$ cat src/rtl/sdrd_pkg.sv
package sdrd_pkg;

    typedef enum logic [2:0] {
        ST_IDLE,
        ST_ACT,
        ST_ROWWAIT,
        ST_COL,
        ST_DATA,
        ST_PRE
    } sdrd_state_t;

    typedef enum logic [1:0] {
        CMD_NOP,
        CMD_ACT,
        CMD_RD
    } sdrd_cmd_t;

    localparam int COL_CYCLES  = 3;   // Tc1..Tc3 before first data cycle
    localparam int DATA_BEATS  = 8;
    localparam int SECOND_RD   = 1;   // data-phase index of second READ (Tc1 + 4)
    localparam int COL_STRIDE  = 4;

endpackage

$ cat src/rtl/sdrd_step_cnt.sv
module sdrd_step_cnt #(
    parameter int W = 4
) (
    input  logic         clk,
    input  logic         rst_n,
    input  logic         clr,
    output logic [W-1:0] cnt
);

    always_ff @(posedge clk or negedge rst_n) begin
        if (!rst_n)
            cnt <= '0;
        else if (clr)
            cnt <= '0;
        else
            cnt <= cnt + 1'b1;
    end

endmodule

$ cat src/rtl/sdrd_cmd_enc.sv
module sdrd_cmd_enc
    import sdrd_pkg::*;
(
    input  sdrd_cmd_t cmd,
    output logic      cke,
    output logic      cs_n,
    output logic      ras_n,
    output logic      cas_n,
    output logic      we_n
);

    always_comb begin
        cke = 1'b1;
        cs_n = 1'b0;
        unique case (cmd)
            CMD_ACT: {ras_n, cas_n, we_n} = 3'b011;
            CMD_RD:  {ras_n, cas_n, we_n} = 3'b101;
            default: {ras_n, cas_n, we_n} = 3'b111;
        endcase
    end

endmodule

$ cat src/rtl/sdrd_capture.sv
module sdrd_capture #(
    parameter int DW = 32
) (
    input  logic          clk,
    input  logic          rst_n,
    input  logic          en,
    input  logic [DW-1:0] din,
    output logic [DW-1:0] dout,
    output logic          valid
);

    always_ff @(posedge clk or negedge rst_n) begin
        if (!rst_n) begin
            dout  <= '0;
            valid <= 1'b0;
        end else begin
            valid <= en;
            if (en)
                dout <= din;
        end
    end

endmodule

$ cat src/rtl/sdram_burst_rd.sv
module sdram_burst_rd
    import sdrd_pkg::*;
#(
    parameter int BANK_W = 2,
    parameter int ROW_W  = 13,
    parameter int COL_W  = 9,
    parameter int DQ_W   = 32,
    parameter int AP_BIT = 10,
    parameter int TPC_W  = 3
) (
    input  logic              clk,
    input  logic              rst_n,
    input  logic              req,
    input  logic [BANK_W-1:0] req_bank,
    input  logic [ROW_W-1:0]  req_row,
    input  logic [COL_W-1:0]  req_col,
    input  logic              cfg_bl8,
    input  logic [TPC_W-1:0]  cfg_tpc,
    output logic              busy,
    output logic              done,
    output logic              sd_cke,
    output logic              sd_cs_n,
    output logic              sd_ras_n,
    output logic              sd_cas_n,
    output logic              sd_we_n,
    output logic [BANK_W-1:0] sd_ba,
    output logic [ROW_W-1:0]  sd_addr,
    output logic              sd_dqm,
    input  logic [DQ_W-1:0]   sd_dq_in,
    output logic [DQ_W-1:0]   rd_data,
    output logic              rd_valid
);

    localparam int CNT_W = (TPC_W >= 3) ? TPC_W + 1 : 4;
    localparam logic [CNT_W-1:0] COL_LAST  = CNT_W'(COL_CYCLES - 1);
    localparam logic [CNT_W-1:0] DATA_LAST = CNT_W'(DATA_BEATS - 1);
    localparam logic [CNT_W-1:0] RD2_IDX   = CNT_W'(SECOND_RD);

    sdrd_state_t       state, state_n;
    sdrd_cmd_t         cmd;
    logic [CNT_W-1:0]  cnt;
    logic              ap;
    logic [COL_W-1:0]  col_sel;
    logic [BANK_W-1:0] bank_q;
    logic [ROW_W-1:0]  row_q;
    logic [COL_W-1:0]  col_q;
    logic              bl8_q;
    logic [TPC_W-1:0]  tpc_q;
    logic              accept;

    assign accept = (state == ST_IDLE) && req;

    // step counter restarts whenever the state changes
    sdrd_step_cnt #(.W(CNT_W)) u_cnt (
        .clk   (clk),
        .rst_n (rst_n),
        .clr   (state_n != state),
        .cnt   (cnt)
    );

    // next-state logic
    always_comb begin
        state_n = state;
        unique case (state)
            ST_IDLE:    if (req) state_n = ST_ACT;
            ST_ACT:     state_n = ST_ROWWAIT;
            ST_ROWWAIT: state_n = ST_COL;
            ST_COL:     if (cnt == COL_LAST) state_n = ST_DATA;
            ST_DATA:    if (cnt == DATA_LAST) state_n = ST_PRE;
            ST_PRE:     if (cnt == CNT_W'(tpc_q)) state_n = ST_IDLE;
            default:    state_n = ST_IDLE;
        endcase
    end

    // state register and request capture
    always_ff @(posedge clk or negedge rst_n) begin
        if (!rst_n) begin
            state  <= ST_IDLE;
            bank_q <= '0;
            row_q  <= '0;
            col_q  <= '0;
            bl8_q  <= 1'b0;
            tpc_q  <= '0;
        end else begin
            state <= state_n;
            if (accept) begin
                bank_q <= req_bank;
                row_q  <= req_row;
                col_q  <= req_col;
                bl8_q  <= cfg_bl8;
                tpc_q  <= cfg_tpc;
            end
        end
    end

    // outputs from state
    always_comb begin
        cmd     = CMD_NOP;
        ap      = 1'b0;
        col_sel = col_q;
        sd_addr = '0;
        sd_ba   = bank_q;
        sd_dqm  = 1'b1;
        busy    = 1'b1;
        done    = 1'b0;
        unique case (state)
            ST_IDLE: busy = 1'b0;
            ST_ACT: begin
                cmd     = CMD_ACT;
                sd_addr = row_q;
            end
            ST_ROWWAIT: ;
            ST_COL: begin
                if (cnt == '0) begin
                    cmd = CMD_RD;
                    ap  = bl8_q;
                end
            end
            ST_DATA: begin
                sd_dqm = 1'b0;
                if (!bl8_q && cnt == RD2_IDX) begin
                    cmd     = CMD_RD;
                    ap      = 1'b1;
                    col_sel = col_q + COL_W'(COL_STRIDE);
                end
            end
            ST_PRE: done = (cnt == CNT_W'(tpc_q));
            default: busy = 1'b0;
        endcase
        if (cmd == CMD_RD) begin
            sd_addr[COL_W-1:0] = col_sel;
            sd_addr[AP_BIT]    = ap;
        end
    end

    sdrd_cmd_enc u_enc (
        .cmd   (cmd),
        .cke   (sd_cke),
        .cs_n  (sd_cs_n),
        .ras_n (sd_ras_n),
        .cas_n (sd_cas_n),
        .we_n  (sd_we_n)
    );

    sdrd_capture #(.DW(DQ_W)) u_cap (
        .clk   (clk),
        .rst_n (rst_n),
        .en    (state == ST_DATA),
        .din   (sd_dq_in),
        .dout  (rd_data),
        .valid (rd_valid)
    );

    // pin-level command views for checking
    logic pin_act, pin_rd, pin_nop;
    assign pin_act = !sd_cs_n && !sd_ras_n &&  sd_cas_n &&  sd_we_n;
    assign pin_rd  = !sd_cs_n &&  sd_ras_n && !sd_cas_n &&  sd_we_n;
    assign pin_nop = !sd_cs_n &&  sd_ras_n &&  sd_cas_n &&  sd_we_n;

    AST_ACT_THEN_NOP: assert property (@(posedge clk) disable iff (!rst_n)
        pin_act |=> pin_nop);

    AST_RDA_GAP: assert property (@(posedge clk) disable iff (!rst_n)
        (pin_rd && sd_addr[AP_BIT] && !bl8_q) |-> $past(pin_rd && !sd_addr[AP_BIT], 4));

    AST_CAPTURE: assert property (@(posedge clk) disable iff (!rst_n)
        (state == ST_DATA) |=> (rd_valid && rd_data == $past(sd_dq_in)));

    AST_PRE_QUIET: assert property (@(posedge clk) disable iff (!rst_n)
        (state == ST_PRE) |-> (pin_nop && sd_cke));

    AST_BUSY_HOLD: assert property (@(posedge clk) disable iff (!rst_n)
        (busy && !done) |=> busy);

    AST_DONE_FREE: assert property (@(posedge clk) disable iff (!rst_n)
        done |=> !busy);

    AST_BUSY_IGNORE: assert property (@(posedge clk) disable iff (!rst_n)
        (busy && req) |=> !pin_act);

endmodule

$ cat config.mk
export PLATFORM = sky130hd
export DESIGN_NAME = sdram_burst_rd
export DESIGN_NICKNAME = d
export VERILOG_FILES = /design/src/rtl/sdrd_pkg.sv /design/src/rtl/sdrd_step_cnt.sv /design/src/rtl/sdrd_cmd_enc.sv /design/src/rtl/sdrd_capture.sv /design/src/rtl/sdram_burst_rd.sv
export SDC_FILE = /design/constraint.sdc
export NUM_CORES = 1
export LEC_CHECK = 0
export BUFFER_PORTS_ARGS = -buffer_cell sky130_fd_sc_hd__clkbuf_2
export CAP_MARGIN = 40
export CORE_MARGIN = 3
export CORE_UTILIZATION = 45
export CTS_BUF_LIST = sky130_fd_sc_hd__clkbuf_4
export DETAILED_ROUTE_END_ITERATION = 16
export GPL_TIMING_DRIVEN = 0
export PLACE_DENSITY_LB_ADDON = 0.15
export REMOVE_ABC_BUFFERS = 1
export SLEW_MARGIN = 20
export SYNTH_ARGS = -nofsm -noshare
export SYNTH_HDL_FRONTEND = slang
export SYNTH_SLANG_ARGS = --single-unit
$ cat constraint.sdc
create_clock -name clk -period 3.2 [get_ports clk]
set_input_delay 0.16 -clock clk [delete_from_list [all_inputs] [get_ports clk]]
set_output_delay 0.16 -clock clk [all_outputs]
set_load 0.03 [all_outputs]
# [Yosys cells after proc, flatten, opt, wreduce, memory -nomap -nowiden]
# Cells that the tools add are included.
# W data, S select, Z words.
[classes] muxes=22 n_reduce_logical=6 eq_ne=12 addsub=2
[ops] op="$mux W9" count=3
[ops] op="$pmux W3 S6" count=1
[ops] op="$mux W13" count=1
[ops] op="$mux W3" count=4
[ops] op="$add A9 B3 Y9 const B" count=1
[ops] op="$mux W1" count=8
[ops] op="$eq A3 B2 Y1 const B" count=2
[ops] op="$eq A3 B3 Y1 const B" count=2
[ops] op="$pmux W2 S3" count=1
[ops] op="$reduce_or A5 Y1" count=1
[ops] op="$add A4 B1 Y4 const B" count=1
[ops] op="$eq A4 B1 Y1 const B" count=1
[ops] op="$eq A4 B2 Y1 const B" count=1
[ops] op="$eq A4 B3 Y1" count=1
[ops] op="$eq A4 B3 Y1 const B" count=1
[ops] op="$logic_not A4 Y1" count=1
[ops] op="$mux W2" count=2
[ops] op="$mux W4" count=1
[ops] op="$eq A3 B1 Y1 const B" count=1
[ops] op="$logic_not A3 Y1" count=1
[ops] op="$ne A3 B3 Y1" count=1
[ops] op="$eq A2 B1 Y1 const B" count=1
[ops] op="$eq A2 B2 Y1 const B" count=1
[ops] op="$logic_and A1 B1 Y1" count=2
[ops] op="other kinds (2)" count=2
[totals] output_inout_bits=56 in_bits=63 reg_bits=68 elab_cells=51

# [Depth between registers and ports, before layout]
[logic_depth] depth_word=6 depth_mapped=8 mapped_depth_nobuf=6

# [Hierarchy]
# Synthesis repeated with hierarchy kept, for this count alone.
[unflattened] hier_cells=240 area_unflattened_um2=3231.8
[modules_own_cells] module="sdram_burst_rd" area_each_um2=1649.1 instances=1 seq_area_each_um2=775.7 cells_each=151
[modules_own_cells] module="sdrd_capture" area_each_um2=1370.1 instances=1 seq_area_each_um2=825.8 cells_each=69
[modules_own_cells] module="sdrd_step_cnt" area_each_um2=170.2 instances=1 seq_area_each_um2=100.1 cells_each=13
[modules_own_cells] module="sdrd_cmd_enc" area_each_um2=42.5 instances=1 seq_area_each_um2=0.0 cells_each=7

# [Worst setup path before layout]
# No wires, ideal clock.
[synth_path] path_type="flip-flop to output port" start="reg u_cnt.cnt[1]" end="out sd_addr[5]" t_required_ps=3040 arrival_ps=2072 path_buffers=1 path_slack_ps=968 path_stages_with_launch=8 path_cell_list="dfrtp_1 inv_1 ha_1 or4b_1 buf_4 nor2_2 nor2_1 o21ai_1"
[synth_via] elab_chain_cells=6 word_cells_on_any_way=10 cone_classes="eq/ne: 2; mux: 6; reduce/logical: 2"
[synth_rtl] item="start, declared" line_no="sdrd_step_cnt.sv:7" source="output logic [W-1:0] cnt"
[synth_rtl] item="start signal, assigned" line_no="sdrd_step_cnt.sv:16" source="cnt <= cnt + 1'b1;"
[synth_rtl] item="$eq A4 B1 Y1" line_no="sdram_burst_rd.sv:121" source="if (!bl8_q && cnt == RD2_IDX) begin"
[synth_rtl] item="$logic_and A1 B1 Y1" line_no="sdram_burst_rd.sv:121"
[synth_rtl] item="$mux W2" line_no="sdram_burst_rd.sv:121"
[synth_rtl] item="$pmux W2 S3" line_no="sdram_burst_rd.sv:106" source="unique case (state)"
[synth_rtl] item="$eq A2 B2 Y1" line_no="sdram_burst_rd.sv:130" source="if (cmd == CMD_RD) begin"
[synth_rtl] item="$mux W9 *" line_no="sdram_burst_rd.sv:130"
[synth_rtl] item="end, declared" line_no="sdram_burst_rd.sv:27" source="output logic [ROW_W-1:0] sd_addr,"
# Every way passes the cells marked *; elsewhere a longest branch is shown, timed or not.

# [Worst setup path in the final report]
[layout_path] start="reg u_cnt.cnt[1]" end="out sd_addr[4]"
# Same word-level chain as after synthesis.

==> impl_results.md <==
- Status: complete, no violations
- Die Width: 89.2 µm
- Dominant cells by area after synthesis: dfrtp_1, nand2_1, mux2_2
- Tmin final: 2.72 ns
- Sequential area share after synthesis: 54.6%
- Top Ports: 119
- Worst-Skew Late Latency: 0.38 ns
- Detailed-route DRC error count: 0
- Leading area contributor after synthesis: dfrtp_1
- Vias in the first global route: 2675
- First drt pass iteration count: 4
- Clk_skew: 0.00864 ns
- Peak supply drop: 0.526 mV
- EDFF count, synth: 0
- Fill cell count: 501
- Hold_buf cts: 61
- Top-area cell type share of the netlist area: 54.6%
- Worst-Margin Slew: 0.689 ns
- Relative slew slack: 53.7%
- Critical path arrival: 2.56 ns
- Die Y: 89.2 µm
- DR vias/cell: 4.86
- Antenna viol nets, final: 0
- Total grt overflow: 0
- FFs w/ async S/R, synth: 100%
- Cell area after synthesis: 3120 µm²
- Total setup buffers inserted after CTS: 0
- Top FF cell, synth: dfrtp_1
- Setup Crit Path Kind: flip-flop to output port
- WHS: 0.261 ns
- TNS Setup: 0 ns
- CTS Buf Count: 9
- Final wirelength: 7730 µm
- Req. time, crit path: 3.04 ns
- GP Congestion: 0.810
- Most frequent cells after synthesis: nand2_1, dfrtp_1, mux2_2
- Power Density: 937 nW/µm²
- Cells on worst reg2reg path: 5
- Initial drt markers: 104
- Setup violators final: 0
- WL/cell: 13.8 µm
- Beginning of the critical path: u_cnt.cnt[1]$_DFF_PN0_
- Most common cell in the netlist: nand2_1
- Vias: 2721
- Max Slew Vio Count: 0
- Final HPWL DP: 4890 µm
- Synth cell types: 40
- Fraction of layout cells with a size suffix above 1: 33.5%
- Clock Tree Root: clkbuf_4
- Achievable Freq: 368 MHz
- Antenna Cells: 0
- Gr usage total: 20.0%
- Reg clk slew, reported paths: 0.10 ns
- R2R setup slack: 1.05 ns
- Rows: 29
- Htree depth: 3
- Syn avg cell area: 10.1 µm²
- RSZ-0062 raised after global routing: false
- CP Max Fanout: 7
- Finished Core Util: 68.0%
- Yosys reg bits: 68
- Period utilization: 84.9%
- CTS tree: yes
- Initial antenna violation count: 0
- Endpoints failing hold: 0
- Cell count after synthesis: 310
- PortBufs: 115
- Post-place setup slack: 0.895 ns
- FF-to-FF End: u_cap.dout[18]$_DFFE_PN0P_
- RR Startpoint: state[0]$_DFF_PN0_
- P&R area growth vs syn: 42.4%
- Area of the die: 7960 µm²
- Worst setup EP type: output port
- Leak: 2.27 nW
- CTS Sinks: 68
- Max Root-Sink Buffers: 2
- Max-cap violations: 0
- First-pass GRT wire length: 12200 µm
- Final worst slack: 0.482 ns
- Pin count of the biggest net entering global routing: 41
- Yosys warning total: 0
- Final #Nets: 548
- HP Class: primary input to async pin
- Core area: 6530 µm²
- Quantity of gates resized following cts: 0
- Initial Util: 47.7%
- Crit start category: flip-flop
[kinds of logic (layout without fill, tap and decap cells)]
| logic type | Yosys count | in the layout | synth area share, % |
|---|---|---|---|
| xor+xnor | 9 | 9 | 2.53 |
| simple gates | 150 | 150 | 21.8 |
| buf+inv | 29 | 201 | 4.94 |
| other cells | 2 | 3 | 0.241 |
| fa+ha+maj | 5 | 5 | 2.01 |
| flops | 68 | 68 | 54.6 |
| mux | 25 | 25 | 8.99 |
| compound gates | 22 | 22 | 4.86 |
[through the flow]
stage / instance area [µm²] / power, W / std cells
2_1_floorplan: 3000 / 0.00298 / 291
5_1_grt: 4440 / 0.00444 / 560
6_report: 4440 / 0.00416 / 560
3_3_place_gp: 3670 / 0.00354 / 483
3_5_place_dp: 3720 / 0.00361 / 485
4_1_cts: 4440 / 0.00418 / 560
[layout by cell type, fill, tap and decap left out, types with 2 or more instances in the layout]
cell type,n
o21ai_0,5
o21ai_1,4
xnor2_1,5
ha_1,5
o21ai_2,3
nor2_1,3
dlygate4sd3_1,61
and3_1,5
mux2_2,24
nand2_1,113
nand4_1,2
nor3b_1,2
a21oi_1,2
clkbuf_4,10
a221o_1,2
nor3_2,2
dfrtp_1,68
nand3_1,3
a2bb2oi_1,2
nor2b_1,2
nor3_1,8
nor4_4,2
clkinv_1,4
xor2_1,4
inv_1,8
buf_12,2
clkbuf_2,114
conb_1,3
[worst max-delay path by stage]
stage / to / slack, ns / cells after the start
floorplan: sd_addr[5] / 0.26 / 4
global placement: sd_addr[6] / 0.15 / 5
detailed placement: sd_addr[4] / 0.90 / 7
CTS: sd_addr[4] / 0.45 / 7
global route: sd_addr[4] / 0.29 / 7
finish: sd_addr[4] / 0.48 / 7
[power breakdown]
part           switching [W]  internal, W  total, W
registers           0.000309      0.00128   0.00159
logic                0.00135     0.000722   0.00207
clock network       0.000277     0.000220  0.000498
total                0.00194      0.00222   0.00416
[worst max-delay path, cell delays in order, from the launching register on]
cell and delay [ns]:
dfrtp_1 0.45, inv_1 0.10, ha_1 0.14, or4b_1 0.64
or3_1 0.40, a2bb2oi_1 0.15, o21ai_2 0.07, clkbuf_2 0.22
[registers in the layout, summed over array words and instances (netlist names)]
name	flops
u_cap.valid	1
tpc_q	3
col_q	9
u_cap.dout	32
state	3
sd_ba	2
row_q	13
u_cnt.cnt	4
bl8_q	1
[metal layers]
metal,vias to the layer above,global-route usage [%],wire (µm)
met5,-,0,0
li1,1346,-,-
met3,10,7.19,593
met4,0,7.44,80
met1,1261,25.2,3480
met2,104,31.7,3580
[area by class of cell]
cell class	instances	area [µm²]	area share, %
multi-input combinational	214	1270	28.5
clock buffer	9	67.6	1.52
clock inverter	5	45.0	1.01
timing repair buffer	178	1230	27.7
tap	77	96.3	2.17
sequential	68	1700	38.3
inverter	9	33.8	0.761
(Power assumes the default switching activity.)
